## config.mk

```make
export PLATFORM = sky130hd
export DESIGN_NAME = secprot_unit
export DESIGN_NICKNAME = d
export VERILOG_FILES = /design/src/rtl/secprot_pkg.sv /design/src/rtl/secprot_map.sv /design/src/rtl/secprot_store.sv /design/src/rtl/secprot_gate.sv /design/src/rtl/secprot_unit.sv
export SDC_FILE = /design/constraint.sdc
export NUM_CORES = 1
export LEC_CHECK = 0
export BUFFER_PORTS_ARGS = -buffer_cell sky130_fd_sc_hd__buf_2
export CELL_PAD_IN_SITES_DETAIL_PLACEMENT = 1
export CELL_PAD_IN_SITES_GLOBAL_PLACEMENT = 2
export CORE_MARGIN = 2
export CORE_UTILIZATION = 36
export CTS_CLUSTER_DIAMETER = 150
export CTS_CLUSTER_SIZE = 25
export DETAILED_ROUTE_END_ITERATION = 10
export PLACE_DENSITY = 0.83
export SLEW_MARGIN = 10
export SYNTH_ARGS = -nofsm -noshare
export SYNTH_HDL_FRONTEND = slang
export SYNTH_SLANG_ARGS = --single-unit
```

## constraint.sdc

```tcl
create_clock -name clk_i -period 1.84 [get_ports clk_i]
set_input_delay 0.276 -clock clk_i [delete_from_list [all_inputs] [get_ports clk_i]]
set_output_delay 0.276 -clock clk_i [all_outputs]
set_load 0.02 [all_outputs]
```

## src/rtl/secprot_pkg.sv

```systemverilog
package secprot_pkg;
  typedef enum logic [1:0] {
    WP_LOW   = 2'b00,
    WP_HIGH  = 2'b01,
    WP_ACCEL = 2'b10,
    WP_RSVD  = 2'b11
  } wp_lvl_e;
endpackage

```

## src/rtl/secprot_map.sv

```systemverilog
module secprot_map #(
  parameter int UNIT_W    = 10,
  parameter int BOOT_CNT  = 8,
  parameter int BIG_UNITS = 8,
  parameter int SECT_W    = 8
) (
  input  logic [UNIT_W-1:0] unit_i,
  output logic [SECT_W-1:0] sect_o
);
  localparam int NUM_UNITS = 1 << UNIT_W;
  localparam int BIG_CNT   = (NUM_UNITS - 2*BOOT_CNT) / BIG_UNITS;
  localparam logic [UNIT_W-1:0] LO_END = UNIT_W'(BOOT_CNT);
  localparam logic [UNIT_W-1:0] HI_BEG = UNIT_W'(NUM_UNITS - BOOT_CNT);
  localparam logic [UNIT_W-1:0] HI_OFS = UNIT_W'(BOOT_CNT + BIG_CNT);

  logic [UNIT_W-1:0] idx;

  always_comb begin
    if (unit_i < LO_END)        idx = unit_i;
    else if (unit_i >= HI_BEG)  idx = unit_i - HI_BEG + HI_OFS;
    else                        idx = UNIT_W'((unit_i - LO_END) / UNIT_W'(BIG_UNITS)) + LO_END;
  end

  assign sect_o = idx[SECT_W-1:0];
endmodule

```

## src/rtl/secprot_store.sv

```systemverilog
module secprot_store #(
  parameter int NUM_SECT = 142,
  parameter int SECT_W   = 8,
  parameter int WP_EDGE  = 2
) (
  input  logic                clk_i,
  input  logic                rst_ni,
  input  logic [SECT_W-1:0]   sect_i,
  input  logic                set_i,
  input  logic                clr_i,
  input  logic                force_i,
  input  logic                unlock_i,
  output logic [NUM_SECT-1:0] eff_o
);
  // flags carry no reset: they must outlive rst_ni
  logic [NUM_SECT-1:0] flag_q = '0;

  always_ff @(posedge clk_i) begin
    if (rst_ni && (set_i != clr_i)) flag_q[sect_i] <= set_i;
  end

  for (genvar s = 0; s < NUM_SECT; s++) begin : g_eff
    localparam bit EDGE = (s < WP_EDGE) || (s >= NUM_SECT - WP_EDGE);
    assign eff_o[s] = !unlock_i && (flag_q[s] || (force_i && EDGE));
  end
endmodule

```

## src/rtl/secprot_gate.sv

```systemverilog
module secprot_gate #(
  parameter int NUM_SECT = 142,
  parameter int SECT_W   = 8,
  parameter int STAT_W   = 8
) (
  input  logic                clk_i,
  input  logic                rst_ni,
  input  logic [NUM_SECT-1:0] eff_i,
  input  logic                op_valid_i,
  input  logic                op_all_i,
  input  logic [SECT_W-1:0]   op_sect_i,
  input  logic [SECT_W-1:0]   qry_sect_i,
  output logic                grant_o,
  output logic                deny_o,
  output logic [STAT_W-1:0]   qry_status_o
);
  logic ok;

  always_comb begin
    if (op_all_i) ok = |(~eff_i);
    else          ok = !eff_i[op_sect_i];
  end

  always_ff @(posedge clk_i or negedge rst_ni) begin
    if (!rst_ni) begin
      grant_o      <= 1'b0;
      deny_o       <= 1'b0;
      qry_status_o <= '0;
    end else begin
      grant_o      <= op_valid_i && ok;
      deny_o       <= op_valid_i && !ok;
      qry_status_o <= {{(STAT_W-1){1'b0}}, eff_i[qry_sect_i]};
    end
  end
endmodule

```

## src/rtl/secprot_unit.sv

```systemverilog
module secprot_unit #(
  parameter int ADDR_W    = 22,
  parameter int UNIT_LSB  = 12,
  parameter int BOOT_CNT  = 8,
  parameter int BIG_UNITS = 8,
  parameter int WP_EDGE   = 2,
  parameter int STAT_W    = 8
) (
  input  logic              clk_i,
  input  logic              rst_ni,
  input  logic [ADDR_W-1:0] addr_i,
  input  logic              op_valid_i,
  input  logic              op_all_i,
  input  logic              prot_set_i,
  input  logic              prot_clr_i,
  input  logic [1:0]        wp_lvl_i,
  input  logic              rst_hv_i,
  input  logic [ADDR_W-1:0] qry_addr_i,
  output logic              grant_o,
  output logic              deny_o,
  output logic [STAT_W-1:0] qry_status_o
);
  import secprot_pkg::*;

  localparam int UNIT_W   = ADDR_W - UNIT_LSB;
  localparam int BIG_CNT  = ((1 << UNIT_W) - 2*BOOT_CNT) / BIG_UNITS;
  localparam int NUM_SECT = 2*BOOT_CNT + BIG_CNT;
  localparam int SECT_W   = $clog2(NUM_SECT);

  logic [SECT_W-1:0]   op_sect, qry_sect;
  logic [NUM_SECT-1:0] eff;
  logic                force_edge, unlock_all;
  logic                unused_lo;

  assign unused_lo  = ^{addr_i[UNIT_LSB-1:0], qry_addr_i[UNIT_LSB-1:0]};
  assign force_edge = wp_lvl_e'(wp_lvl_i) == WP_LOW;
  assign unlock_all = (wp_lvl_e'(wp_lvl_i) == WP_ACCEL) || rst_hv_i;

  secprot_map #(.UNIT_W(UNIT_W), .BOOT_CNT(BOOT_CNT), .BIG_UNITS(BIG_UNITS), .SECT_W(SECT_W))
    u_map_op (.unit_i(addr_i[ADDR_W-1:UNIT_LSB]), .sect_o(op_sect));

  secprot_map #(.UNIT_W(UNIT_W), .BOOT_CNT(BOOT_CNT), .BIG_UNITS(BIG_UNITS), .SECT_W(SECT_W))
    u_map_qry (.unit_i(qry_addr_i[ADDR_W-1:UNIT_LSB]), .sect_o(qry_sect));

  secprot_store #(.NUM_SECT(NUM_SECT), .SECT_W(SECT_W), .WP_EDGE(WP_EDGE)) u_store (
    .clk_i    (clk_i),
    .rst_ni   (rst_ni),
    .sect_i   (op_sect),
    .set_i    (prot_set_i),
    .clr_i    (prot_clr_i),
    .force_i  (force_edge),
    .unlock_i (unlock_all),
    .eff_o    (eff)
  );

  secprot_gate #(.NUM_SECT(NUM_SECT), .SECT_W(SECT_W), .STAT_W(STAT_W)) u_gate (
    .clk_i        (clk_i),
    .rst_ni       (rst_ni),
    .eff_i        (eff),
    .op_valid_i   (op_valid_i),
    .op_all_i     (op_all_i),
    .op_sect_i    (op_sect),
    .qry_sect_i   (qry_sect),
    .grant_o      (grant_o),
    .deny_o       (deny_o),
    .qry_status_o (qry_status_o)
  );
endmodule

```

# [Word-level counts from Yosys, hierarchy flattened]
# Cells that the tools add are included.
[op_classes] shift=0 n_mul=0 n_div=0 addsub=8 n_eq_ne=2 n_reduce_logical=156 bitwise=1 order_cmp=7 mux=12
[op_table] cell="$logic_and A1 B1 Y1" count=146
[op_table] cell="$bwmux W142" count=1
[op_table] cell="$not A142 Y142" count=1
[op_table] cell="$reduce_or A142 Y1" count=1
[op_table] cell="$mux W8" count=4
[op_table] cell="$ge A10 B10 Y1 const B" count=2
[op_table] cell="$lt A10 B4 Y1 const B" count=2
[op_table] cell="$sub A10 B4 Y10 const B" count=2
[op_table] cell="$lt A8 B9 Y1 const B" count=2
[op_table] cell="$add A7 B4 Y8 const B" count=2
[op_table] cell="$add A8 B8 Y8 const B" count=2
[op_table] cell="$bmux W1 S8" count=2
[op_table] cell="$sub A8 B8 Y8 const B" count=2
[op_table] cell="$demux W1 S8" count=1
[op_table] cell="$ge A8 B1 Y1 const B" count=1
[op_table] cell="$logic_or A1 B1 Y1" count=5
[op_table] cell="$mux W1" count=4
[op_table] cell="$logic_not A1 Y1" count=3
[op_table] cell="$eq A2 B2 Y1 const B" count=1
[op_table] cell="$logic_not A2 Y1" count=1
[op_table] cell="$ne A1 B1 Y1" count=1
[word_totals] latchBits=0 input_bits=53 wordCells=190 n_memories=0 ram_bits=0 out_inout_bits=10 romBits=0 ff_bits=145

# [Logic depth before layout (Yosys ltp)]
# Gate-level depths: netlist (run 1).
[depth] word_depth=10 depth_mapped=15 ltp_nobuf=15

# [By module]
# A second synthesis (run 1) with hierarchy kept.
[hier_totals] cells_unflattened=918 area_unflattened_um2=10593.9
[by_module_without_submodules] mod="secprot_store" area_each_um2=6760.2 seq_area_each_um2=4264.1 cells_per_inst=533 instances=1
[by_module_without_submodules] mod="secprot_gate" area_each_um2=3115.5 seq_area_each_um2=75.1 cells_per_inst=286 instances=1
[by_module_without_submodules] mod="secprot_map" area_each_um2=351.6 seq_area_each_um2=0.0 cells_per_inst=48 instances=2
[by_module_without_submodules] mod="secprot_unit" area_each_um2=15.0 seq_area_each_um2=0.0 cells_per_inst=3 instances=1

# [Worst setup path before layout (run 1)]
# Ideal clock, no wire load.
[synth_path] path_type="input-to-reg" from="input port addr_i[21]" to="register u_gate.grant_o" path_buffers=3 arrival_ns=3.165 t_required_ns=1.721 path_slack_ns=-1.444 cell_stages=13 cell_sequence="buf_6 > or4_4 > o311a_4 > or4_1 > buf_6 > buf_8 > a211oi_2 > o32ai_1 > a311oi_1 > o31ai_1 > nor4_1 > o211ai_1 > and2_1"
[synth_via] elab_chain_len=9
[synth_lines] element="from (decl)" line_no="secprot_unit.sv:11" rtl="input logic [ADDR_W-1:0] addr_i,"
[synth_lines] element="$sub A10 B4 Y10" line_no="secprot_map.sv:21" rtl="else idx = UNIT_W'((unit_i - LO_END) / UNIT_W'(BIG_UNITS)) + LO_END;"
[synth_lines] element="$add A7 B4 Y8" line_no="secprot_map.sv:21"
[synth_lines] element="$mux W8" line_no="secprot_map.sv:20" rtl="else if (unit_i >= HI_BEG) idx = unit_i - HI_BEG + HI_OFS;"
[synth_lines] element="$mux W8 (*)" line_no="secprot_map.sv:19" rtl="if (unit_i < LO_END) idx = unit_i;"
[synth_lines] element="$bmux W1 S8 (*)" line_no="secprot_gate.sv:21" rtl="else ok = !eff_i[op_sect_i];"
[synth_lines] element="$mux W1 (implied by the code) (*)" line_no="secprot_gate.sv:21"
[synth_lines] element="$logic_not A1 Y1 (*)" line_no="secprot_gate.sv:21"
[synth_lines] element="$mux W1 (*)" line_no="secprot_gate.sv:20" rtl="if (op_all_i) ok = |(~eff_i);"
[synth_lines] element="$logic_and A1 B1 Y1 (*)" line_no="secprot_gate.sv:30" rtl="grant_o <= op_valid_i && ok;"
[synth_lines] element="to (signal assigned)" line_no="secprot_gate.sv:30"
[synth_lines] element="to (decl)" line_no="secprot_gate.sv:13" rtl="output logic grant_o,"
# Mark *: on every way between the ends. The rest lies on a longest branch, timed or not. The select of a mux whose other input is x is not followed.
# A chain may end at the register's enable or synchronous reset.

# [Final worst setup path (run 1)]
[layout_path] from="input port addr_i[18]" to="register u_gate.grant_o"
[layout_via] elab_chain_len=9
[layout_lines] element="$sub A10 B4 Y10 or $sub A8 B8 Y8 (tied branches)" line_no="secprot_map.sv:21, secprot_map.sv:20"
[layout_lines] element="$add A7 B4 Y8 or $add A8 B8 Y8 (tied branches)" line_no="secprot_map.sv:21, secprot_map.sv:20"
[layout_lines] element="$mux W8" line_no="secprot_map.sv:20"
[layout_lines] element="$mux W8 (*)" line_no="secprot_map.sv:19"
[layout_lines] element="$bmux W1 S8 (*)" line_no="secprot_gate.sv:21"
[layout_lines] element="$mux W1 (implied by the code) (*)" line_no="secprot_gate.sv:21"
[layout_lines] element="$logic_not A1 Y1 (*)" line_no="secprot_gate.sv:21"
[layout_lines] element="$mux W1 (*)" line_no="secprot_gate.sv:20"
[layout_lines] element="$logic_and A1 B1 Y1 (*)" line_no="secprot_gate.sv:30"
# Marked as above.

==> flow_summary.json, run 1 <==
{
  "synthFlopType": "edfxtp_1",
  "cp_top_family": "simple AND/OR/NAND/NOR gates",
  "rsz0062_at_grt": "true",
  "synth-seq-area-share_pct": 45.76,
  "grtUsageMet1_pct": 46.93,
  "status": "finished with violations",
  "path_clk_slew_ns": 0.07,
  "fin_crit_sh_pct": 186.8,
  "placed_cells": 1619,
  "initial_core_util_pct": 36.49,
  "comb_power_share_pct": 31.6,
  "grt_max_degree": 96,
  "busiest_layer": "met2",
  "drt_wl_total_mm": 59.51,
  "synth.distinct_cells": 78,
  "dr_total_vias": 11710,
  "cp_num_buf_inv": 1,
  "first_global_vias": 11890,
  "crit_path_end_kind": "register",
  "hpwl_mm": 34.14,
  "synth_seq_cells": 145,
  "ant_nets": 0,
  "grt_pass1_wl_mm": 79.69,
  "tightest_slew_ns": 0.9202,
  "numCtsBuffers": 17,
  "cp.required_ns": 2.17,
  "cp_max_fo": 8,
  "gp_congestion": 1.023,
  "dr.first_iter.drc_count": 1483,
  "viasPerCell": 6.796,
  "hp-class": "in2reg",
  "violations": "setup timing",
  "cts_tree": "done",
  "die_width_um": 166.3,
  "pwr-share-clk_pct": 34.9,
  "holdWs_ns": 0.07197,
  "stdcell_count": 1723,
  "grt_use_total_pct": 39.02,
  "min_period_ns": 3.437,
  "cts_root_buffer": "clkbuf_16",
  "switching_power_mw": 3.692,
  "yosysMostFrequentCell": "nor2_1",
  "routedWlPerCell_um": 34.54,
  "crit_chain": "buf_6, or4_4, o311a_4, or4_4, nor4_4, a32oi_1, nand3_1, a41oi_2, nor4_4, o211ai_1, and2_1",
  "die_area_mm2": 0.02765,
  "pre_cts_slack_ns": -1.915,
  "grt_use_met2_pct": 61.52,
  "htreeDepth": 4,
  "setup_viol": 145,
  "antenna_found_initial": 0,
  "fmaxAchievable_mhz": 290.9,
  "yosysTopAreaCell": "edfxtp_1",
  "synth_common_cells": "nor2_1, edfxtp_1, nand2_1",
  "hold_violations": 0,
  "slew_viol_final": 0,
  "async_flop_share_pct": 2.069,
  "ys.warnings.count": 0,
  "fin_nets": 1437,
  "critPathKind": "in2reg",
  "synth_top_area_share_pct": 44.97,
  "cap_violations": 0,
  "intPower_mw": 7.234,
  "clk_latency_ns": 0.46,
  "skew_ns": 0.01850,
  "synth_enable_flop_cells": 142,
  "synth_top_cells_by_area": "edfxtp_1, nor2_1, mux2i_1, nand2_1, nand4_1",
  "firstDrtPassIters": 5,
  "maxSlewHeadroom_pct": 38.65,
  "chipHeight_um": 166.3,
  "drc": 0,
  "use_met3_pct": 9.986,
  "syn_avg_cell_area_um2": 9.765,
  "cp_slowest_cell": "or4_4",
  "crit_path_start_kind": "primary input",
  "slowest_delay_ns": 0.56,
  "area_growth_pct": 73.77,
  "p_total_mw": 10.93,
  "cts_max_path_buffers": 2,
  "io_buffers": 31,
  "seq_area_mm2": 0.004339,
  "grt-ovfl-total": 0,
  "drive_gt1_share_pct": 55.44,
  "seq_power_share_pct": 33.5,
  "num-fill-cells": 2638,
  "syn_inst": 971,
  "synthesis.area_mm2": 0.009482,
  "switching_share_pct": 33.79,
  "core.rowCount": 59,
  "p_per_area_mw_per_mm2": 663.1,
  "finalWorstSetupSlack_ns": -1.597,
  "cts.sinks": 145,
  "core_mm2": 0.02598,
  "leakage_nw": 6.041,
  "crit_arrival_ns": 3.77,
  "io_pins": 63,
  "multi_input_area_mm2": 0.006766,
  "ir_worst_vdd_uv": 825.3
}
[flip-flops by register name, indices dropped and copies added (netlist names)]
signal and cells:
u_store.flag_q 142, u_gate.deny_o 1, u_gate.grant_o 1, u_gate.qry_status_o 1
[logic make-up (layout without fill, tap and decap cells)]
kind of cell	after synthesis	in the layout	share of synthesized area (%)
AOI/OAI and AO/OA	183	183	14.29
other	1	8	0.03955
and+or+nand+nor	451	454	22.25
DFF	145	145	45.76
xor gates and xnor gates	17	17	1.570
muxes	81	81	9.950
buffers and inverters	83	490	4.816
adders and majority gates	10	10	1.320
[cells in the final DEF, fill, tap and decap left out, drive strengths merged, types with 8 or more instances in the layout]
cell type / Yosys / routed
nand2: 97 / 99
clkbuf: 40 / 19
buf: 28 / 441
o211ai: 8 / 8
nor4: 18 / 18
o21ai: 19 / 19
and3: 19 / 19
inv: 14 / 19
mux4: 10 / 10
a211oi: 24 / 24
mux2i: 65 / 65
xnor2: 10 / 10
o221ai: 14 / 14
ha: 10 / 10
nand4: 47 / 47
or3: 9 / 9
o311ai: 10 / 10
a31oi: 11 / 11
a21oi: 28 / 28
edfxtp: 142 / 142
nor3: 26 / 26
a311oi: 8 / 8
nand3: 18 / 18
nor2: 191 / 191
[metrics by stage]
stage	instance area, um2	util (%)	TNS, ns
6_report	16480	63.41	-128.62
5_1_grt	16470	63.40	-132.44
4_1_cts	15780	60.72	-107.77
3_5_place_dp	12820	49.35	-182.63
3_3_place_gp	12820	49.35	-176.12
2_1_floorplan	9812	-	-149.53
[worst paths after layout]
path	from	end	slack, ns	depth (start not counted)
setup / recovery	addr_i[18]	u_gate.grant_o	-1.60	11
hold / removal	op_valid_i	u_gate.deny_o	0.07	3
setup reg to reg	u_store.flag_q[67]	u_gate.grant_o	-0.78	8
hold reg to reg	u_store.flag_q[17]	u_gate.deny_o	1.07	5
max in group asynchronous	rst_ni	u_gate.deny_o	1.47	2
min in group asynchronous	rst_ni	u_gate.qry_status_o[0]	0.22	2
[tightest hold or removal path, delay by kind of cell]
kind | cells | cell delay (ns)
buf+inv | 2 | 0.16
simple gates | 1 | 0.04
[power groups by stage]
stage | registers, mW | logic [mW] | clock network (mW)
after floorplan | 3.74 | 1.08 | 0
after global placement | 3.73 | 2.14 | 0
after detailed placement | 3.73 | 2.17 | 0
after CTS | 3.66 | 2.94 | 3.71
after global routing | 3.66 | 3.49 | 3.90
final | 3.66 | 3.45 | 3.81
[what timing repair did]
action | CTS | global route
endpoints found under the hold margin | 3 | 0
hold buffers | 1 | 0
gates resized for setup | 430 | 124
pin swaps | 99 | 47
gates cloned | 11 | 1
buffers inserted | 40 | 23
setup endpoints to repair | 145 | 145
[final cells by class]
| class | count | share of cell area [%] |
|---|---|---|
| repair buffers | 443 | 25.93 |
| multi-input cells | 752 | 41.07 |
| inverters | 15 | 0.4329 |
| flip-flops and latches | 145 | 26.34 |
| clock inverters | 14 | 1.071 |
| diodes | 1 | 0.01519 |
| well taps | 335 | 2.544 |
| clock buffers | 18 | 2.605 |
[layer usage]
layer | wire length (um) | share of wire, %
met4 | 5359 | 9.0
met3 | 7149 | 12
met2 | 26530 | 45
met1 | 20470 | 34
met5 | 0 | 0
(Power assumes the default switching activity.)
==> run 2, diff against run 1 <==
--- a/config.mk
+++ b/config.mk
@@ -5,11 +5,12 @@
 export SDC_FILE = /design/constraint.sdc
 export NUM_CORES = 1
 export LEC_CHECK = 0
+export ABC_AREA = 1
 export BUFFER_PORTS_ARGS = -buffer_cell sky130_fd_sc_hd__buf_2
 export CELL_PAD_IN_SITES_DETAIL_PLACEMENT = 1
 export CELL_PAD_IN_SITES_GLOBAL_PLACEMENT = 2
 export CORE_MARGIN = 2
-export CORE_UTILIZATION = 36
+export CORE_UTILIZATION = 32
 export CTS_CLUSTER_DIAMETER = 150
 export CTS_CLUSTER_SIZE = 25
 export DETAILED_ROUTE_END_ITERATION = 10
==> flow_summary.json, run 2 <==
{
  "p_per_area_mw_per_mm2": 624.2,
  "pre_cts_slack_ns": -0.8181,
  "hpwl_mm": 34.44,
  "ys.warnings.count": 0,
  "ant_nets": 0,
  "crit_chain": "nand4_1, nor4_2, buf_4, nand4_1, nor4_2, buf_4, nand4_1, nand2_1, nand2_1, nor2_1",
  "gp_congestion": 0.8630,
  "largest_register": "u_store.flag_q",
  "cp_max_fo": 2,
  "slowest_delay_ns": 0.40,
  "synth-seq-area-share_pct": 41.28,
  "cp_slowest_cell": "edfxtp_1",
  "synth_top_area_share_pct": 40.56,
  "cts_max_path_buffers": 2,
  "setup_viol": 145,
  "grt_max_degree": 98,
  "crit_path_start_kind": "register",
  "grt_pass1_wl_mm": 84.66,
  "htreeDepth": 4,
  "core.rowCount": 66,
  "crit_arrival_ns": 2.73,
  "cts_root_buffer": "clkbuf_16",
  "clk_latency_ns": 0.45,
  "grt_use_total_pct": 33.66,
  "syn_inst": 1492,
  "violations": "setup timing",
  "fmaxAchievable_mhz": 424.2,
  "routedWlPerCell_um": 25.86,
  "tightest_slew_ns": 0.9526,
  "cp_num_buf_inv": 2,
  "hp-class": "in2reg",
  "dr_total_vias": 12770,
  "grt-ovfl-total": 0,
  "min_period_ns": 2.357,
  "antenna_found_initial": 0,
  "finalWorstSetupSlack_ns": -0.5174,
  "fin_nets": 1886,
  "drive_gt1_share_pct": 38.02,
  "cts.sinks": 145,
  "syn_avg_cell_area_um2": 7.046,
  "synth_enable_flop_cells": 142,
  "io_pins": 63,
  "status": "finished with violations",
  "synth.distinct_cells": 37,
  "first_global_vias": 12970,
  "final_common_cell": "nand2_1",
  "n_antenna_cell": 0,
  "crit_path_end_kind": "register",
  "cp_top_family": "simple AND/OR/NAND/NOR gates",
  "synth_common_cells": "nand2_1, nor2_1, nand3_1",
  "drt_wl_total_mm": 58.91,
  "synthFlopType": "edfxtp_1",
  "critPathKind": "reg2reg",
  "layout_common_cells": "nand2_1, buf_4, nand3_1",
  "leakage_nw": 6.985,
  "cp.required_ns": 2.22,
  "slew_viol_final": 0,
  "ir_worst_vdd_uv": 722.5,
  "fin_crit_sh_pct": 128.1,
  "num-fill-cells": 3764,
  "cap_violations": 0,
  "io_buffers": 31,
  "drc": 0,
  "maxSlewHeadroom_pct": 36.50,
  "numCtsBuffers": 17,
  "path_clk_slew_ns": 0.07,
  "area_growth_pct": 63.33,
  "firstDrtPassIters": 5,
  "skew_ns": 0.01101,
  "chipHeight_um": 185.3,
  "crit_path_frequent_cell": "nand4_1",
  "die_area_mm2": 0.03432,
  "viasPerCell": 5.604,
  "yosysMostFrequentCell": "nand2_1",
  "placed_cells": 2165,
  "synthesis.area_mm2": 0.01051,
  "yosysTopAreaCell": "edfxtp_1",
  "cts_tree": "done",
  "die_width_um": 185.3,
  "rsz0062_at_grt": "true",
  "stdcell_count": 2278,
  "async_flop_share_pct": 2.069,
  "hold_violations": 0,
  "dr.first_iter.drc_count": 1348,
  "core_mm2": 0.03245,
  "synth_seq_cells": 145,
  "synth_top_cells_by_area": "edfxtp_1, nand2_1, nor2_1, nand3_1, inv_1",
  "largest_reg_flops": 142,
  "initial_core_util_pct": 32.39
}
==> run 2: cell count changes in the layout (fill, tap and decap cells not counted), moves of 18 or more <==
cell / change
nand2_1: +274
nand3_1: +158
inv_1: +148
nor2_1: +92
mux2i_1: -59
buf_4: -52
o211ai_1: +38
nor2_4: +24
a21oi_1: -19
o21ai_0: +19
and3_1: -18
==> run 2: metal layers <==
metal	GRT usage, %	wire length (um)
met2	52.93	27130
met4	14.63	2751
met3	6.351	4933
met5	0	0
met1	45.04	24090
==> run 2: worst paths after layout <==
check	start	endpoint	slack [ns]	cells past startpoint
max	u_store.flag_q[118]	u_gate.deny_o	-0.52	10
min	op_valid_i	u_gate.grant_o	0.11	3
max reg2reg	u_store.flag_q[118]	u_gate.deny_o	-0.52	10
min reg2reg	u_store.flag_q[136]	u_gate.qry_status_o[0]	1.15	6
max in group asynchronous	rst_ni	u_gate.grant_o	1.50	3
min in group asynchronous	rst_ni	u_gate.deny_o	0.25	3
==> run 2: report_power, final <==
| group | switching [mW] | total (mW) | internal [mW] | leakage (nW) |
|---|---|---|---|---|
| Sequential | 0.0121 | 3.66 | 3.65 | 1.31 |
| Clock | 1.59 | 3.58 | 1.99 | 0.273 |
| Combinational | 2.13 | 3.48 | 1.35 | 5.40 |
==> run 2: logic make-up (layout without fill, tap and decap cells) <==
family / after synthesis / count (layout) / synth area share, %
simple gates: 955 / 963 / 39.11
buf+inv: 270 / 600 / 11.33
flops: 145 / 145 / 41.28
compound gates: 100 / 100 / 6.141
xor+xnor: 11 / 11 / 0.9165
fa+ha+maj: 10 / 10 / 1.190
other cells: 1 / 7 / 0.03567
==> run 2: cell type report <==
class / instances / area, um2 / share of cell area, %
Clock buffer: 18 / 429.2 / 2.499
Clock inverter: 14 / 136.4 / 0.7943
Inverter: 183 / 755.7 / 4.401
Multi-Input combinational cell: 1091 / 7074 / 41.20
Sequential cell: 145 / 4339 / 25.27
Tap cell: 442 / 553.0 / 3.221
Timing Repair Buffer: 385 / 3882 / 22.61
==> run 2: per-stage QoR <==
stage / utilization, % / hold WS [ns] / setup TNS [ns] / power (mW) / area (um2)
floorplan: - / -0.01959 / -36.09 / 5.105 / 11010
global placement: 42.03 / 0.1670 / -98.44 / 6.110 / 13640
detailed placement: 42.03 / 0.1741 / -114.38 / 6.159 / 13640
CTS: 51.53 / 0.06437 / -11.37 / 10.34 / 16720
global route: 52.91 / 0.1418 / -45.43 / 11.00 / 17170
finish: 52.91 / 0.1124 / -40.30 / 10.72 / 17170
==> run 2: worst reg2reg max path, stage by stage (launching register included) <==
cell and delay, ns:
edfxtp_1 0.40, nand4_1 0.14, nor4_2 0.34, buf_4 0.16
nand4_1 0.24, nor4_2 0.30, buf_4 0.15, nand4_1 0.16
nand2_1 0.17, nand2_1 0.10, nor2_1 0.13
==> run 2: timing repair <==
action,in CTS,in global routing
setup endpoints to repair,145,145
setup buffers,52,13
cloned,16,0
resized for setup,395,72
hold buffers,1,0
endpoints found under the hold margin,3,0
pin swaps,58,50
==> run 3, diff against run 2 <==
==> constraint.sdc (replaced) <==
create_clock -name clk_i -period 2.15 [get_ports clk_i]
set_input_delay 0.3225 -clock clk_i [delete_from_list [all_inputs] [get_ports clk_i]]
set_output_delay 0.3225 -clock clk_i [all_outputs]
set_load 0.02 [all_outputs]
==> flow_summary.json, run 3 (synthesized netlist as in run 2, its figures left out) <==
{
  "hpwl_mm": 33.97,
  "largest_register": "u_store.flag_q",
  "cp.required_ns": 2.31,
  "die_width_um": 185.3,
  "numCtsBuffers": 17,
  "tightest_slew_ns": 0.9594,
  "setup_viol": 5,
  "hp-class": "in2reg",
  "p_total_mw": 8.443,
  "layout_common_cells": "nand2_1, nor2_1, buf_4",
  "intPower_mw": 5.679,
  "maxSlewHeadroom_pct": 36.04,
  "rsz0062_at_grt": "true",
  "io_buffers": 31,
  "critPathKind": "in2reg",
  "rrSetupSlack_ns": 0.01,
  "cts_root_buffer": "clkbuf_16",
  "drive_gt1_share_pct": 29.16,
  "min_period_ns": 2.172,
  "fin_crit_sh_pct": 101.0,
  "dr_total_vias": 11410,
  "antenna_found_initial": 0,
  "finalWorstSetupSlack_ns": -0.02186,
  "seq_power_share_pct": 37.1,
  "stdcell_count": 2167,
  "initial_core_util_pct": 32.39,
  "first_global_vias": 11140,
  "area_growth_pct": 39.66,
  "ant_nets": 0,
  "violations": "setup timing",
  "grt_use_total_pct": 26.33,
  "switching_share_pct": 32.73,
  "setup_tns_ns": -0.03939,
  "core_mm2": 0.03245,
  "cts_tree": "done",
  "drc": 0,
  "chipHeight_um": 185.3,
  "reg2reg_from": "u_store.flag_q[44]",
  "core.rowCount": 66,
  "path_clk_slew_ns": 0.07,
  "firstDrtPassIters": 5,
  "die_area_mm2": 0.03432,
  "slew_viol_final": 0,
  "crit_path_end_kind": "register",
  "clk_latency_ns": 0.44,
  "worstRegToRegCells": 9,
  "leakage_nw": 6.201,
  "largest_reg_flops": 142,
  "crit_path_start_kind": "primary input",
  "comb_power_share_pct": 28.2,
  "holdPathEnd": "u_gate.grant_o",
  "status": "finished with violations",
  "viasPerCell": 5.265,
  "routedWlPerCell_um": 21.61,
  "ir_worst_vdd_uv": 477.8,
  "cp_max_fo": 7,
  "fmaxAchievable_mhz": 460.4,
  "grt-ovfl-total": 0,
  "hp-start": "op_valid_i",
  "cap_violations": 0,
  "pwr-share-clk_pct": 34.7,
  "switching_power_mw": 2.763,
  "grt_pass1_wl_mm": 67.24,
  "skew_ns": 0.01580,
  "grt_max_degree": 104,
  "crit_arrival_ns": 2.33,
  "utilization_pct": 45.24,
  "placed_cells": 2108,
  "hold_violations": 0,
  "htreeDepth": 4,
  "n_antenna_cell": 0,
  "gp_congestion": 0.8852,
  "dr.first_iter.drc_count": 1068,
  "cts_max_path_buffers": 2,
  "drt_wl_total_mm": 46.83,
  "worst_hold_path.num_cells": 3,
  "final_common_cell": "nand2_1",
  "cts.sinks": 145,
  "fin_nets": 1775,
  "p_per_area_mw_per_mm2": 575.1,
  "io_pins": 63,
  "worstReg2RegEnd": "u_gate.deny_o"
}
==> run 3: changes by cell type in the layout (fill, tap and decap cells not counted), moves of 14 or more <==
cell	delta
nor2_4	-117
nor2_1	+63
nor2_2	+54
buf_4	-50
buf_6	-33
nand2_8	-21
buf_12	-14
==> run 3: metrics by stage <==
stage,hold slack [ns],setup WS (ns),cell area (um2)
2_1_floorplan,0.02691,-0.06316,10930
3_3_place_gp,0.1352,-0.6277,13200
3_5_place_dp,0.1342,-0.6953,13200
4_1_cts,0.1136,0.009594,13860
5_1_grt,0.1411,-0.1210,14680
6_report,0.1363,-0.02186,14680
==> run 3: worst max path at each step <==
| stage | from | end | slack [ns] | cells after the start |
|---|---|---|---|---|
| floorplan | addr_i[15] | u_store.flag_q[12] | -0.06 | 13 |
| global route | addr_i[17] | u_gate.deny_o | -0.12 | 18 |
| global placement | addr_i[15] | u_store.flag_q[99] | -0.63 | 14 |
| CTS | addr_i[15] | u_gate.deny_o | 0.01 | 18 |
| finish | addr_i[15] | u_store.flag_q[135] | -0.02 | 14 |
| detailed placement | addr_i[15] | u_store.flag_q[99] | -0.70 | 14 |
==> run 3: per-layer routing <==
| layer | vias up | wire (um) | global-route usage, % |
|---|---|---|---|
| met4 | 0 | 1735 | 8.984 |
| li1 | 5290 | - | - |
| met5 | - | 0 | 0 |
| met1 | 5527 | 20300 | 36.53 |
| met2 | 506 | 21240 | 42.01 |
| met3 | 87 | 3554 | 3.598 |
==> run 3: power groups by stage <==
stage	Clock [mW]	Sequential (mW)	Combinational, mW
floorplan	0	3.20	1.15
global route	3.06	3.13	2.55
finish	2.93	3.13	2.38
detailed placement	0	3.20	2.10
global placement	0	3.19	2.07
CTS	2.96	3.13	2.14
==> run 3: what timing repair did <==
item	4_1_cts	5_1_grt
endpoints found under the setup margin	136	136
cloned	0	6
pin swaps	4	50
setup buffers	0	20
endpoints found under the hold margin	3	0
hold buffers	1	0
gates resized for setup	18	133
==> run 3: layout make-up <==
type | count | area (um2)
fillers | 3971 | 17770
multi-input cells | 1084 | 5843
flip-flops and latches | 145 | 4339
repair buffers | 281 | 2650
inverters | 183 | 725.7
well taps | 442 | 553.0
clock buffers | 18 | 429.2
clock inverters | 14 | 141.4
==> run 3: critical path, cell delays in order <==
cell	delay, ns
buf_12	0.10
inv_16	0.03
buf_4	0.12
ha_1	0.19
a21oi_1	0.21
xor2_1	0.20
buf_4	0.16
nor2_1	0.04
nand3b_1	0.22
nor2_2	0.21
buf_6	0.14
nand2_8	0.07
clkbuf_16	0.19
nor2_4	0.10
